`src/rtl/pu_pkg.sv`:
```
package pu_pkg;

  typedef enum logic [1:0] {
    SZ_B = 2'd0,
    SZ_H = 2'd1,
    SZ_W = 2'd2,
    SZ_D = 2'd3
  } accSize_e;

  typedef enum logic [1:0] {
    ST_IDLE,
    ST_REQ,
    ST_WAIT,
    ST_FIN
  } puState_e;

  // strobes from control to datapath
  typedef struct packed {
    logic capture;  // latch operation and operands
    logic grab;     // latch read data
  } dpStrobe_t;

endpackage

```
`src/rtl/pu_ctrl.sv`:
```
module pu_ctrl
  import pu_pkg::*;
(
  input  logic      clk,
  input  logic      rstN,
  input  logic      opValid,
  input  logic      memGnt,
  input  logic      memRvalid,
  output logic      opReady,
  output logic      memReq,
  output logic      fin,
  output dpStrobe_t strobe
);

  puState_e state, stateNxt;

  always_ff @(posedge clk or negedge rstN) begin
    if (!rstN) state <= ST_IDLE;
    else       state <= stateNxt;
  end

  always_comb begin
    stateNxt       = state;
    strobe.capture = 1'b0;
    strobe.grab    = 1'b0;
    case (state)
      ST_IDLE: if (opValid) begin
        strobe.capture = 1'b1;
        stateNxt       = ST_REQ;
      end
      ST_REQ:  if (memGnt) stateNxt = ST_WAIT;
      ST_WAIT: if (memRvalid) begin
        strobe.grab = 1'b1;
        stateNxt    = ST_FIN;
      end
      ST_FIN:  stateNxt = ST_IDLE;
      default: stateNxt = ST_IDLE;
    endcase
  end

  assign opReady = (state == ST_IDLE);
  assign memReq  = (state == ST_REQ);
  assign fin     = (state == ST_FIN);

endmodule

```
`src/rtl/pu_datapath.sv`:
```
module pu_datapath
  import pu_pkg::*;
#(
  parameter int XLEN = 64,
  parameter int REGW = 5
) (
  input  logic              clk,
  input  logic              rstN,
  input  dpStrobe_t         strobe,
  input  logic [1:0]        opSize,
  input  logic              opStore,
  input  logic              opSigned,
  input  logic              opIndexed,
  input  logic              opPreUpdate,
  input  logic [REGW-1:0]   opRtIdx,
  input  logic [REGW-1:0]   opRaIdx,
  input  logic [XLEN-1:0]   opRa,
  input  logic [XLEN-1:0]   opRb,
  input  logic [XLEN-1:0]   opRs,
  input  logic [15:0]       opImm,
  input  logic [XLEN-1:0]   memRdata,
  output logic [XLEN-1:0]   memAddr,
  output logic              memWe,
  output logic [XLEN/8-1:0] memBe,
  output logic [XLEN-1:0]   memWdata,
  output logic [XLEN-1:0]   rtData,
  output logic [XLEN-1:0]   raData,
  output logic              loadQ,
  output logic              badQ
);

  localparam int LANES = XLEN / 8;
  localparam int LW    = $clog2(LANES);
  localparam int SHW   = LW + 3;

  logic [XLEN-1:0] raQ, rbQ, rsQ, rdataQ;
  logic [15:0]     immQ;
  accSize_e        sizeQ;
  logic            storeQ, signedQ, indexedQ, preQ;

  always_ff @(posedge clk or negedge rstN) begin
    if (!rstN) begin
      raQ      <= '0;
      rbQ      <= '0;
      rsQ      <= '0;
      immQ     <= '0;
      sizeQ    <= SZ_B;
      storeQ   <= 1'b0;
      signedQ  <= 1'b0;
      indexedQ <= 1'b0;
      preQ     <= 1'b0;
      badQ     <= 1'b0;
      rdataQ   <= '0;
    end else begin
      if (strobe.capture) begin
        raQ      <= opRa;
        rbQ      <= opRb;
        rsQ      <= opRs;
        immQ     <= opImm;
        sizeQ    <= accSize_e'(opSize);
        storeQ   <= opStore;
        signedQ  <= opSigned;
        indexedQ <= opIndexed;
        preQ     <= opPreUpdate;
        badQ     <= !opStore && (opRtIdx == opRaIdx);
      end
      if (strobe.grab) rdataQ <= memRdata;
    end
  end

  // offset selection: register, word-scaled immediate, or plain immediate
  logic [XLEN-1:0] offset, sum;
  always_comb begin
    if (indexedQ)          offset = rbQ;
    else if (sizeQ == SZ_D) offset = {{(XLEN-16){immQ[15]}}, immQ[15:2], 2'b00};
    else                   offset = {{(XLEN-16){immQ[15]}}, immQ};
  end

  assign sum     = raQ + offset;
  assign memAddr = preQ ? sum : raQ;
  assign raData  = sum;
  assign memWe   = storeQ;
  assign loadQ   = !storeQ;

  logic [LW-1:0]  laneOff;
  logic [LW:0]    nBytes;
  logic [SHW-1:0] shAmt;
  logic [XLEN-1:0] sizeMask;

  assign laneOff = memAddr[LW-1:0];
  assign nBytes  = (LW+1)'(1) << sizeQ;
  assign shAmt   = {laneOff, 3'b000};

  always_comb begin
    case (sizeQ)
      SZ_B:    sizeMask = XLEN'(8'hFF);
      SZ_H:    sizeMask = XLEN'(16'hFFFF);
      SZ_W:    sizeMask = XLEN'(32'hFFFF_FFFF);
      default: sizeMask = '1;
    endcase
  end

  // byte enables, one comparator pair per lane
  logic [LW:0] laneLo, laneHi;
  assign laneLo = {1'b0, laneOff};
  assign laneHi = laneLo + nBytes;

  for (genvar i = 0; i < LANES; i++) begin : g_lane
    assign memBe[i] = ((LW+1)'(i) >= laneLo) && ((LW+1)'(i) < laneHi);
  end

  assign memWdata = (rsQ & sizeMask) << shAmt;

  // load extraction and extension
  logic [XLEN-1:0] loadRaw;
  assign loadRaw = (rdataQ >> shAmt) & sizeMask;

  always_comb begin
    rtData = loadRaw;
    if (signedQ) begin
      if (sizeQ == SZ_H) rtData = {{(XLEN-16){loadRaw[15]}}, loadRaw[15:0]};
      if (sizeQ == SZ_W) rtData = {{(XLEN-32){loadRaw[31]}}, loadRaw[31:0]};
    end
  end

endmodule

```
`src/rtl/postupd_lsu.sv`:
```
module postupd_lsu
  import pu_pkg::*;
#(
  parameter int XLEN = 64,
  parameter int REGW = 5
) (
  input  logic              clk,
  input  logic              rstN,
  input  logic              opValid,
  output logic              opReady,
  input  logic [1:0]        opSize,
  input  logic              opStore,
  input  logic              opSigned,
  input  logic              opIndexed,
  input  logic              opPreUpdate,
  input  logic [REGW-1:0]   opRtIdx,
  input  logic [REGW-1:0]   opRaIdx,
  input  logic [XLEN-1:0]   opRa,
  input  logic [XLEN-1:0]   opRb,
  input  logic [XLEN-1:0]   opRs,
  input  logic [15:0]       opImm,
  output logic              memReq,
  input  logic              memGnt,
  output logic [XLEN-1:0]   memAddr,
  output logic              memWe,
  output logic [XLEN/8-1:0] memBe,
  output logic [XLEN-1:0]   memWdata,
  input  logic              memRvalid,
  input  logic [XLEN-1:0]   memRdata,
  output logic              done,
  output logic              rtWe,
  output logic [XLEN-1:0]   rtData,
  output logic              raWe,
  output logic [XLEN-1:0]   raData,
  output logic              badForm
);

  dpStrobe_t strobe;
  logic      fin, loadQ, badQ;

  pu_ctrl u_ctrl (
    .clk       (clk),
    .rstN      (rstN),
    .opValid   (opValid),
    .memGnt    (memGnt),
    .memRvalid (memRvalid),
    .opReady   (opReady),
    .memReq    (memReq),
    .fin       (fin),
    .strobe    (strobe)
  );

  pu_datapath #(.XLEN(XLEN), .REGW(REGW)) u_dp (
    .clk         (clk),
    .rstN        (rstN),
    .strobe      (strobe),
    .opSize      (opSize),
    .opStore     (opStore),
    .opSigned    (opSigned),
    .opIndexed   (opIndexed),
    .opPreUpdate (opPreUpdate),
    .opRtIdx     (opRtIdx),
    .opRaIdx     (opRaIdx),
    .opRa        (opRa),
    .opRb        (opRb),
    .opRs        (opRs),
    .opImm       (opImm),
    .memRdata    (memRdata),
    .memAddr     (memAddr),
    .memWe       (memWe),
    .memBe       (memBe),
    .memWdata    (memWdata),
    .rtData      (rtData),
    .raData      (raData),
    .loadQ       (loadQ),
    .badQ        (badQ)
  );

  assign done    = fin;
  assign raWe    = fin;
  assign rtWe    = fin && loadQ && !badQ;
  assign badForm = fin && badQ;

endmodule

```
`config.mk`:
```
export PLATFORM = sky130hd
export DESIGN_NAME = postupd_lsu
export DESIGN_NICKNAME = d
export VERILOG_FILES = /design/src/rtl/pu_pkg.sv /design/src/rtl/pu_ctrl.sv /design/src/rtl/pu_datapath.sv /design/src/rtl/postupd_lsu.sv
export SDC_FILE = /design/constraint.sdc
export NUM_CORES = 1
export LEC_CHECK = 0
export BUFFER_PORTS_ARGS = -buffer_cell sky130_fd_sc_hd__clkbuf_2
export CORE_AREA = 2 2 218 220
export DETAILED_ROUTE_END_ITERATION = 6
export DIE_AREA = 0 0 220 222
export PLACE_DENSITY_LB_ADDON = 0.08
export SETUP_SLACK_MARGIN = 0.15
export SLEW_MARGIN = 30
export SYNTH_ARGS = -nofsm -noshare
export SYNTH_HDL_FRONTEND = slang
export SYNTH_SLANG_ARGS = --single-unit
```
`constraint.sdc`:
```
create_clock -name clk -period 6.19 [get_ports clk]
set_input_delay 1.238 -clock clk [delete_from_list [all_inputs] [get_ports clk]]
set_output_delay 1.238 -clock clk [all_outputs]
set_load 0.03 [all_outputs]
```
Word-level counts from Yosys, hierarchy flattened

Cells that the tools add are included.

Reductions and logical operators: 18
Equality and inequality tests: 10
Add/sub/neg operators: 2
Bitwise logic cells: 2
Magnitude comparators: 16
Shift operators: 3
Div/mod/pow operators: 0
Multiplexer cells: 15
Multiply operators: 0

Operators with widths:

| cell                  | count |
|---|---|
| $mux W64              | 5 |
| $pmux W64 S3          | 1 |
| $and A64 B64 Y64      | 2 |
| $add A64 B64 Y64      | 1 |
| $shl A64 B6 Y64       | 1 |
| $shr A64 B6 Y64       | 1 |
| $lt A3 B4 Y1 const A  | 4 |
| $ge A3 B3 Y1 const A  | 4 |
| $logic_and A1 B1 Y1   | 12 |
| $eq A2 B2 Y1 const B  | 4 |
| $lt A1 B4 Y1 const A  | 2 |
| $lt A2 B4 Y1 const A  | 2 |
| $mux W2               | 4 |
| $pmux W2 S4           | 1 |
| $ge A1 B3 Y1 const A  | 2 |
| $ge A2 B3 Y1 const A  | 2 |
| $eq A5 B5 Y1          | 1 |
| $add A3 B4 Y4         | 1 |
| $eq A2 B1 Y1 const B  | 2 |
| $logic_not A2 Y1      | 2 |
| $mux W1               | 4 |
| $ne A2 B2 Y1 const B  | 2 |
| $shl A1 B2 Y4 const A | 1 |
| $logic_not A1 Y1      | 3 |
| 2 further kinds       | 2 |

Register bits after elaboration: 281
Memories: 0
Memory bits (read-only): 0
Bits in latches: 0
Bits in writable memories: 0
Bits of input ports: 293

Longest topological paths before layout

Gate-level depths: netlist (run 1).

Depth after elaboration: 10
Depth in mapped cells: 18
Depth with buffers taken out: 15

Hierarchy

A second synthesis (run 1) with hierarchy kept.

Cells, all modules: 2,217
Area total of the unflattened synthesis: 19,870.3 um2

Modules (own cells, without submodules):

| module      | times used | cells an instance | area each (um2) |
|---|---|---|---|
| pu_datapath | 1          | 2,196             | 19,666.4 |
| pu_ctrl     | 1          | 18                | 180.2 |
| postupd_lsu | 1          | 3                 | 23.8 |

Worst setup path after synthesis (run 1)

No wires, ideal clock.

Path type: flip-flop to output port
From: reg u_dp.sizeQ[1]
To: out memBe[2]
Slack: -0.494 ns
Data required time: 4.952 ns
Data arrival time: 5.446 ns
Cell stages (with the launch flop): 17
Buffers on the path: 4
Path through: dfrtp_1 nand2_1 clkbuf_1 nand2_1 o21ai_0 ha_1 fa_1 mux2_2 clkbuf_1 buf_1 clkbuf_1 ha_1 a21o_1 a21oi_1 xor2_1 nor2_1 a221oi_1

Longest elaborated chain between the ends: 8
Elaborated cells on any way between the ends: 10
Those cells by class: 2 x add/sub; 2 x order compare; 1 x eq/ne; 1 x shift; 3 x mux; 1 x reduce/logical

RTL lines:

| item                   | RTL line           | source |
|---|---|---|
| start, declared        | pu_datapath.sv:38  | `accSize_e sizeQ;` |
| start signal, assigned | pu_datapath.sv:60  | `sizeQ <= accSize_e'(opSize);` |
| $eq A2 B2 Y1 *         | pu_datapath.sv:75  | `else if (sizeQ == SZ_D) offset = {{(XLEN-16){immQ[15]}}, immQ[15:2], 2'b00};` |
| $mux W2 *              | pu_datapath.sv:75  |  |
| $mux W64 *             | pu_datapath.sv:74  | `if (indexedQ) offset = rbQ;` |
| $add A64 B64 Y64 *     | pu_datapath.sv:79  | `assign sum = raQ + offset;` |
| named net raData[1]    | postupd_lsu.sv:34  | `output logic [XLEN-1:0] raData,` |
| $mux W64 *             | pu_datapath.sv:80  | `assign memAddr = preQ ? sum : raQ;` |
| named net memAddr[1]   | postupd_lsu.sv:24  | `output logic [XLEN-1:0] memAddr,` |
| $add A3 B4 Y4          | pu_datapath.sv:106 | `assign laneHi = laneLo + nBytes;` |
| $lt A2 B4 Y1           | pu_datapath.sv:109 | `assign memBe[i] = ((LW+1)'(i) >= laneLo) && ((LW+1)'(i) < laneHi);` |
| $logic_and A1 B1 Y1 *  | pu_datapath.sv:109 |  |
| end, declared          | postupd_lsu.sv:26  | `output logic [XLEN/8-1:0] memBe,` |

Mark *: on every way through the listed nets, which the timed path passes. The rest lies on a longest branch.

Final worst setup path (run 1)

From: reg u_dp.indexedQ
To: out raData[62]

Longest elaborated chain between the ends: 2

RTL lines:

| item                   | RTL line          | source |
|---|---|---|
| start, declared        | pu_datapath.sv:39 | `logic storeQ, signedQ, indexedQ, preQ;` |
| start signal, assigned | pu_datapath.sv:63 | `indexedQ <= opIndexed;` |
| $mux W64               | pu_datapath.sv:74 |  |
| $add A64 B64 Y64       | pu_datapath.sv:79 |  |
| end, declared          | postupd_lsu.sv:34 |  |

No other way between the ends.

==> results.json, run 1 <==
{
  "synth_compound_area_frac": 0.140,
  "hold_violations": 0,
  "cp_max_fo": 23,
  "fillers": 4442,
  "cts_sinks": 281,
  "dr.pass1.iters": 5,
  "synthCells": 2164,
  "slew_violations": 0,
  "yosysUniqueCellTypes": 83,
  "required_ns": 4.95,
  "synth_edf_count": 0,
  "htree_levels": 2,
  "grt_pass1_wl_um": 112000,
  "final_cell_mix": "560 x clkbuf_2, 428 x nand2_1, 347 x mux2_2, 279 x dfrtp_1, 140 x a21oi_1",
  "grt_max_degree": 128,
  "max_freq_mhz": 169,
  "start_util": 0.423,
  "post_drt_wl_per_cell_um": 22.9,
  "post-route-drc-count": 0,
  "drive_gt1_frac": 0.393,
  "setup_tns_ns": 0,
  "crit_start": "u_dp.indexedQ",
  "hold_class": "register to register",
  "postSynthAreaPerCell_um2": 9.04,
  "min-delay-start": "u_dp.badQ",
  "dieArea_um2": 48800,
  "fin_area_um2": 24300,
  "synth_top_cell_by_area": "dfrtp_1",
  "r2r_setup_slack_ns": 3.67,
  "hpwl_um": 58600,
  "grt_overflow": 0,
  "ant_nets": 0,
  "synth_top_family_by_area": "multiplexers",
  "via_per_inst": 5.63,
  "critPathArrivalTime_ns": 4.69,
  "slew-limit-headroom": 0.392,
  "syn_area_um2": 19600,
  "synthAdderAreaFrac": 0.0468,
  "path_class": "register to primary output",
  "ys_warn_count": 0,
  "ys_seq_area_frac": 0.360,
  "finalWirelength_um": 75400,
  "gp_congestion": 0.957,
  "synthFlopType": "dfrtp_1",
  "synth_xor_area_frac": 0.0305,
  "vias": 18500,
  "dp_cells": 3211,
  "final_common_cell": "clkbuf_2",
  "drt_iter0_drc": 1495,
  "ys_top_cells_by_area": "dfrtp_1 36%, mux2_2 20%, nand2_1 8.3%",
  "cts_buffers": 36,
  "synthArstFlopShare": 1.00,
  "nNetsFinal": 3013,
  "fp-row-count": 79,
  "period_share": 0.958,
  "ys_seq_elements": 281,
  "synthMuxAreaShare": 0.228,
  "cts_root_buffer": "clkbuf_16",
  "finalCriticalPeriod_ns": 5.93,
  "clock_path_buffers": 3,
  "syn-num-nets": 2529,
  "synth_simple_gate_area_frac": 0.159,
  "multiInputGateArea_um2": 11900,
  "io_buffers": 563,
  "final-setup-viol-count": 0,
  "yosysTopAreaCellShare": 0.360,
  "grt_pass1_vias": 18400,
  "status": "finished, final reports clean",
  "cts_tree": "yes",
  "critPathLaunchType": "register",
  "clk_latency_ns": 0.55,
  "rsz0062_at_grt": "yes",
  "antenna_found_initial": 12,
  "path_clk_slew_ns": 0.06,
  "rr_startpoint": "u_ctrl.state[0]",
  "endpoint_kind": "primary output",
  "placed_area_um2": 22900,
  "fin_skew_ns": 0.00763,
  "area_delta_synth_final_pct": 24.4,
  "die_y_um": 222,
  "core_um2": 46300,
  "io_pins": 564,
  "grt_util_all_layers": 0.301,
  "stdcell_count": 3289,
  "tightest_slew_ns": 0.912,
  "cap_violations": 0,
  "die_x_um": 220,
  "hold_buffers": 0,
  "regArea_um2": 7030
}
final timing paths:
kind                                 endpoint  cells past startpoint
worst max-delay path               raData[62]                     14
worst min-delay path                u_dp.badQ                      2
worst max register to register   u_dp.raQ[51]                      5
worst min register to register      u_dp.badQ                      2
max in group asynchronous       u_dp.indexedQ                      3
min in group asynchronous        u_dp.raQ[33]                      1
kinds of logic after synthesis:
kind of cell    Yosys count
simple gates            735
xor+xnor                 68
buf+inv                 179
compound gates          427
flops                   281
mux                     402
fa+ha+maj                72
timing repair:
| item | in CTS | in global routing |
|---|---|---|
| gates resized for setup | 4 | 11 |
| gates cloned | 0 | 1 |
| pin swaps | 1 | 4 |
| setup buffers | 2 | 2 |
| endpoints found under the setup margin | 13 | 16 |
flip-flops by register name, indices dropped and copies added, names as in the netlist:
register / flops
u_dp.raQ: 64
u_dp.rbQ: 64
u_dp.rdataQ: 64
u_dp.rsQ: 64
u_dp.immQ: 16
u_ctrl.state: 2
u_dp.sizeQ: 2
u_dp.badQ: 1
u_dp.indexedQ: 1
u_dp.memWe: 1
u_dp.preQ: 1
u_dp.signedQ: 1
Yosys cell counts (4+ instances only):
library cell  number
xor2_1            26
a211oi_1          11
a31oi_1           47
a21boi_2           4
o21bai_1           8
and2_1             7
o21a_1             7
buf_1             23
ha_1              70
nand4_1           23
o22ai_1           17
clkbuf_1         122
o31ai_1            9
and3_1            19
nand2_1          430
buf_2              6
dfrtp_1          281
a21o_1            36
mux2i_1           54
nor3_1            21
nor2_1           132
o21ai_1            8
mux2_2           347
nand3_1           75
xnor2_1           42
inv_1             24
o21ai_0           87
a21oi_1          140
nand2b_1           6
through the flow:
stage	setup WS (ns)	util	hold WS [ns]
after floorplan	0.172	-	0.459
final	0.259	0.526	0.501
after CTS	0.170	0.523	0.502
after global routing	0.115	0.526	0.514
after global placement	0.605	0.494	0.483
after detailed placement	0.545	0.494	0.490
layer usage:
| layer | global-route usage | up-vias | routed length [µm] |
|---|---|---|---|
| li1 | - | 8644 | - |
| met1 | 0.388 | 9009 | 31100 |
| met2 | 0.510 | 723 | 36800 |
| met3 | 0.0605 | 124 | 5480 |
| met4 | 0.0831 | 12 | 1990 |
| met5 | 0 | - | 80 |
critical path, cell delays in order (launching register included):
cell      delay, ns
dfrtp_2        0.44
buf_12         0.20
mux2_2         0.37
ha_1           0.38
and2_2         0.23
o21a_1         0.21
a21boi_2       0.11
o31ai_4        0.27
a21boi_2       0.16
o41a_1         0.52
o31a_1         0.35
nand4b_4       0.20
nand2_1        0.13
xor2_1         0.28
clkbuf_4       0.26
area by class of cell:
class	instances	area share
inverters	25	0.00396
flip-flops and latches	281	0.289
repair buffers	600	0.131
diodes	6	0.000617
well taps	607	0.0312
multi-input cells	1704	0.490
clock buffers	51	0.0422
clock inverters	15	0.0110
Power of run 1 is left out: the tool's default activity adds up to more than one toggle a clock period on the data nets, which glitch-free logic cannot reach.
==> inputs of run 2 (changes only) <==
CORE_AREA = 2 2 219 221   (was 2 2 218 220)
DIE_AREA = 0 0 221 223   (was 0 0 220 222)
SYNTH_HIERARCHICAL = 1   (was default)
==> run 2 against run 1 <==
Effect of this change: sequential share of layout area down 0.35 points; hold slack better by 0.0020 ns; largest cell class unchanged; critical endpoint is now memWdata[40]; via count up 2.3%; highest routed layer unchanged.
==> results.json, run 2 <==
{
  "status": "finished, final reports clean",
  "area_delta_synth_final_pct": 23.9,
  "post_drt_wl_per_cell_um": 21.8,
  "core_um2": 47100,
  "vias": 18900,
  "io_buffers": 563,
  "period_share": 0.933,
  "ys_seq_area_frac": 0.354,
  "fillers": 4536,
  "cp_slowest_cell": "buf_4",
  "setup_tns_ns": 0,
  "antenna_found_initial": 13,
  "path_clk_slew_ns": 0.06,
  "finalWirelength_um": 73000,
  "syn_area_um2": 19900,
  "grt_util_all_layers": 0.284,
  "drt_iter0_drc": 1749,
  "cts_buffers": 36,
  "post-route-drc-count": 0,
  "grt_max_degree": 137,
  "finalCriticalPeriod_ns": 5.78,
  "start_util": 0.421,
  "dieArea_um2": 49300,
  "syn-num-nets": 2583,
  "max_freq_mhz": 173,
  "drive_gt1_frac": 0.388,
  "path_class": "register to primary output",
  "synthCells": 2217,
  "hold_violations": 0,
  "synth_top_cell_by_area": "dfrtp_1",
  "ys_warn_count": 6,
  "cts_root_buffer": "clkbuf_16",
  "ys_top_cells_by_area": "dfrtp_1 35%, mux2_2 19%, nand2_1 8.1%",
  "htree_levels": 2,
  "slew-limit-headroom": 0.385,
  "ant_nets": 0,
  "clock_path_buffers": 3,
  "final-setup-viol-count": 0,
  "fin_skew_ns": 0.0224,
  "synthTopCellsByCount": "428 x nand2_1, 341 x mux2_2, 281 x dfrtp_1, 144 x a21oi_1, 141 x nor2_1",
  "cp_slowest_stage_delay_ns": 0.69,
  "final_cell_mix": "562 x clkbuf_2, 428 x nand2_1, 341 x mux2_2, 279 x dfrtp_1, 143 x a21oi_1",
  "critPathArrivalTime_ns": 4.54,
  "ys_seq_elements": 281,
  "synth_edf_count": 0,
  "r2r_cells": 5,
  "stdcell_count": 3340,
  "hold_ws_ns": 0.503,
  "grt_pass1_vias": 18600,
  "tightest_slew_ns": 0.912,
  "die_y_um": 223,
  "hpwl_um": 56100,
  "dr.pass1.iters": 6,
  "hold_class": "register to register",
  "fp-row-count": 80,
  "nNetsFinal": 3059,
  "yosysMostFrequentCell": "nand2_1",
  "worstHoldPathCells": 1,
  "cap_violations": 0,
  "synthFlopType": "dfrtp_1",
  "yosysUniqueCellTypes": 89,
  "grt_overflow": 0,
  "dp_cells": 3265,
  "required_ns": 4.95,
  "cts_tree": "yes",
  "cts_sinks": 281,
  "final_common_cell": "clkbuf_2",
  "die_x_um": 221,
  "crit_chain": "buf_4, o21ai_0, ha_1, mux2i_4, buf_4, buf_4, nand2_1, a21oi_1, o21ai_0, o21ai_0, clkbuf_2",
  "clk_latency_ns": 0.56,
  "via_per_inst": 5.67,
  "yosysTopAreaCellShare": 0.354,
  "io_pins": 564,
  "synthArstFlopShare": 1.00,
  "gp_congestion": 0.924,
  "rsz0062_at_grt": "no",
  "slew_violations": 0,
  "grt_pass1_wl_um": 110000,
  "endpoint_kind": "primary output",
  "critPathLaunchType": "register",
  "cp_max_fo": 63,
  "postSynthAreaPerCell_um2": 8.96
}
## run 2: logic make-up after synthesis
logic type	after synthesis	synth area share
flip-flops	281	0.354
adder cells (fa/ha/maj)	73	0.0467
multiplexers	389	0.220
AND/OR/NAND/NOR	743	0.160
buffers and inverters	197	0.0402
AO/OA/AOI/OAI	467	0.150
XOR/XNOR	67	0.0299
## run 2: critical path: cells and delay by family, from the launching register on
family,cells,cell delay [ns]
simple gates,1,0.12
compound gates,4,1.00
flops,1,0.53
fa+ha+maj,1,0.29
mux,1,0.18
buf+inv,4,1.83
## run 2: metrics by stage
step | worst slack, ns | instance area (µm²) | utilization
floorplan | 0.194 | 19900 | -
global placement | 0.629 | 23200 | 0.491
detailed placement | 0.602 | 23200 | 0.491
CTS | 0.162 | 24500 | 0.520
global route | 0.160 | 24600 | 0.522
finish | 0.413 | 24600 | 0.522
## run 2: worst paths after layout
path                       slack [ns]       startpoint            to
setup reg to reg                 3.46  u_ctrl/state[0]  u_dp/raQ[53]
max in group asynchronous        4.27             rstN  u_dp/rbQ[12]
min in group asynchronous        0.63             rstN  u_dp/rsQ[27]
hold reg to reg                  0.50     u_dp/rbQ[37]  u_dp/rbQ[37]
hold / removal                   0.50     u_dp/rbQ[37]  u_dp/rbQ[37]
setup / recovery                 0.41    u_dp/indexedQ  memWdata[40]
## run 2: cell type report
cell class	instances	area (µm²)	share of cell area
inverters	37	139	0.00564
well taps	615	769	0.0312
clock inverters	14	284	0.0115
diodes	5	12.5	0.000508
flip-flops and latches	281	7040	0.286
clock buffers	51	1060	0.0430
repair buffers	597	3140	0.128
multi-input cells	1740	12200	0.495
## run 2: per-layer routing
layer / up-vias / track usage / share of wire
li1: 8832 / - / -
met1: 9231 / 0.365 / 0.42
met2: 735 / 0.483 / 0.49
met3: 120 / 0.0558 / 0.065
met4: 16 / 0.0888 / 0.027
met5: - / 0 / 0.0013
## run 2: repair_timing
| action | in CTS | in global routing |
|---|---|---|
| endpoints found under the setup margin | 33 | 24 |
| gates cloned | 0 | 1 |
| setup buffers | 0 | 4 |
| gates resized for setup | 5 | 8 |
| hold buffers | 0 | 0 |
Power of run 2 is left out for the same reason.
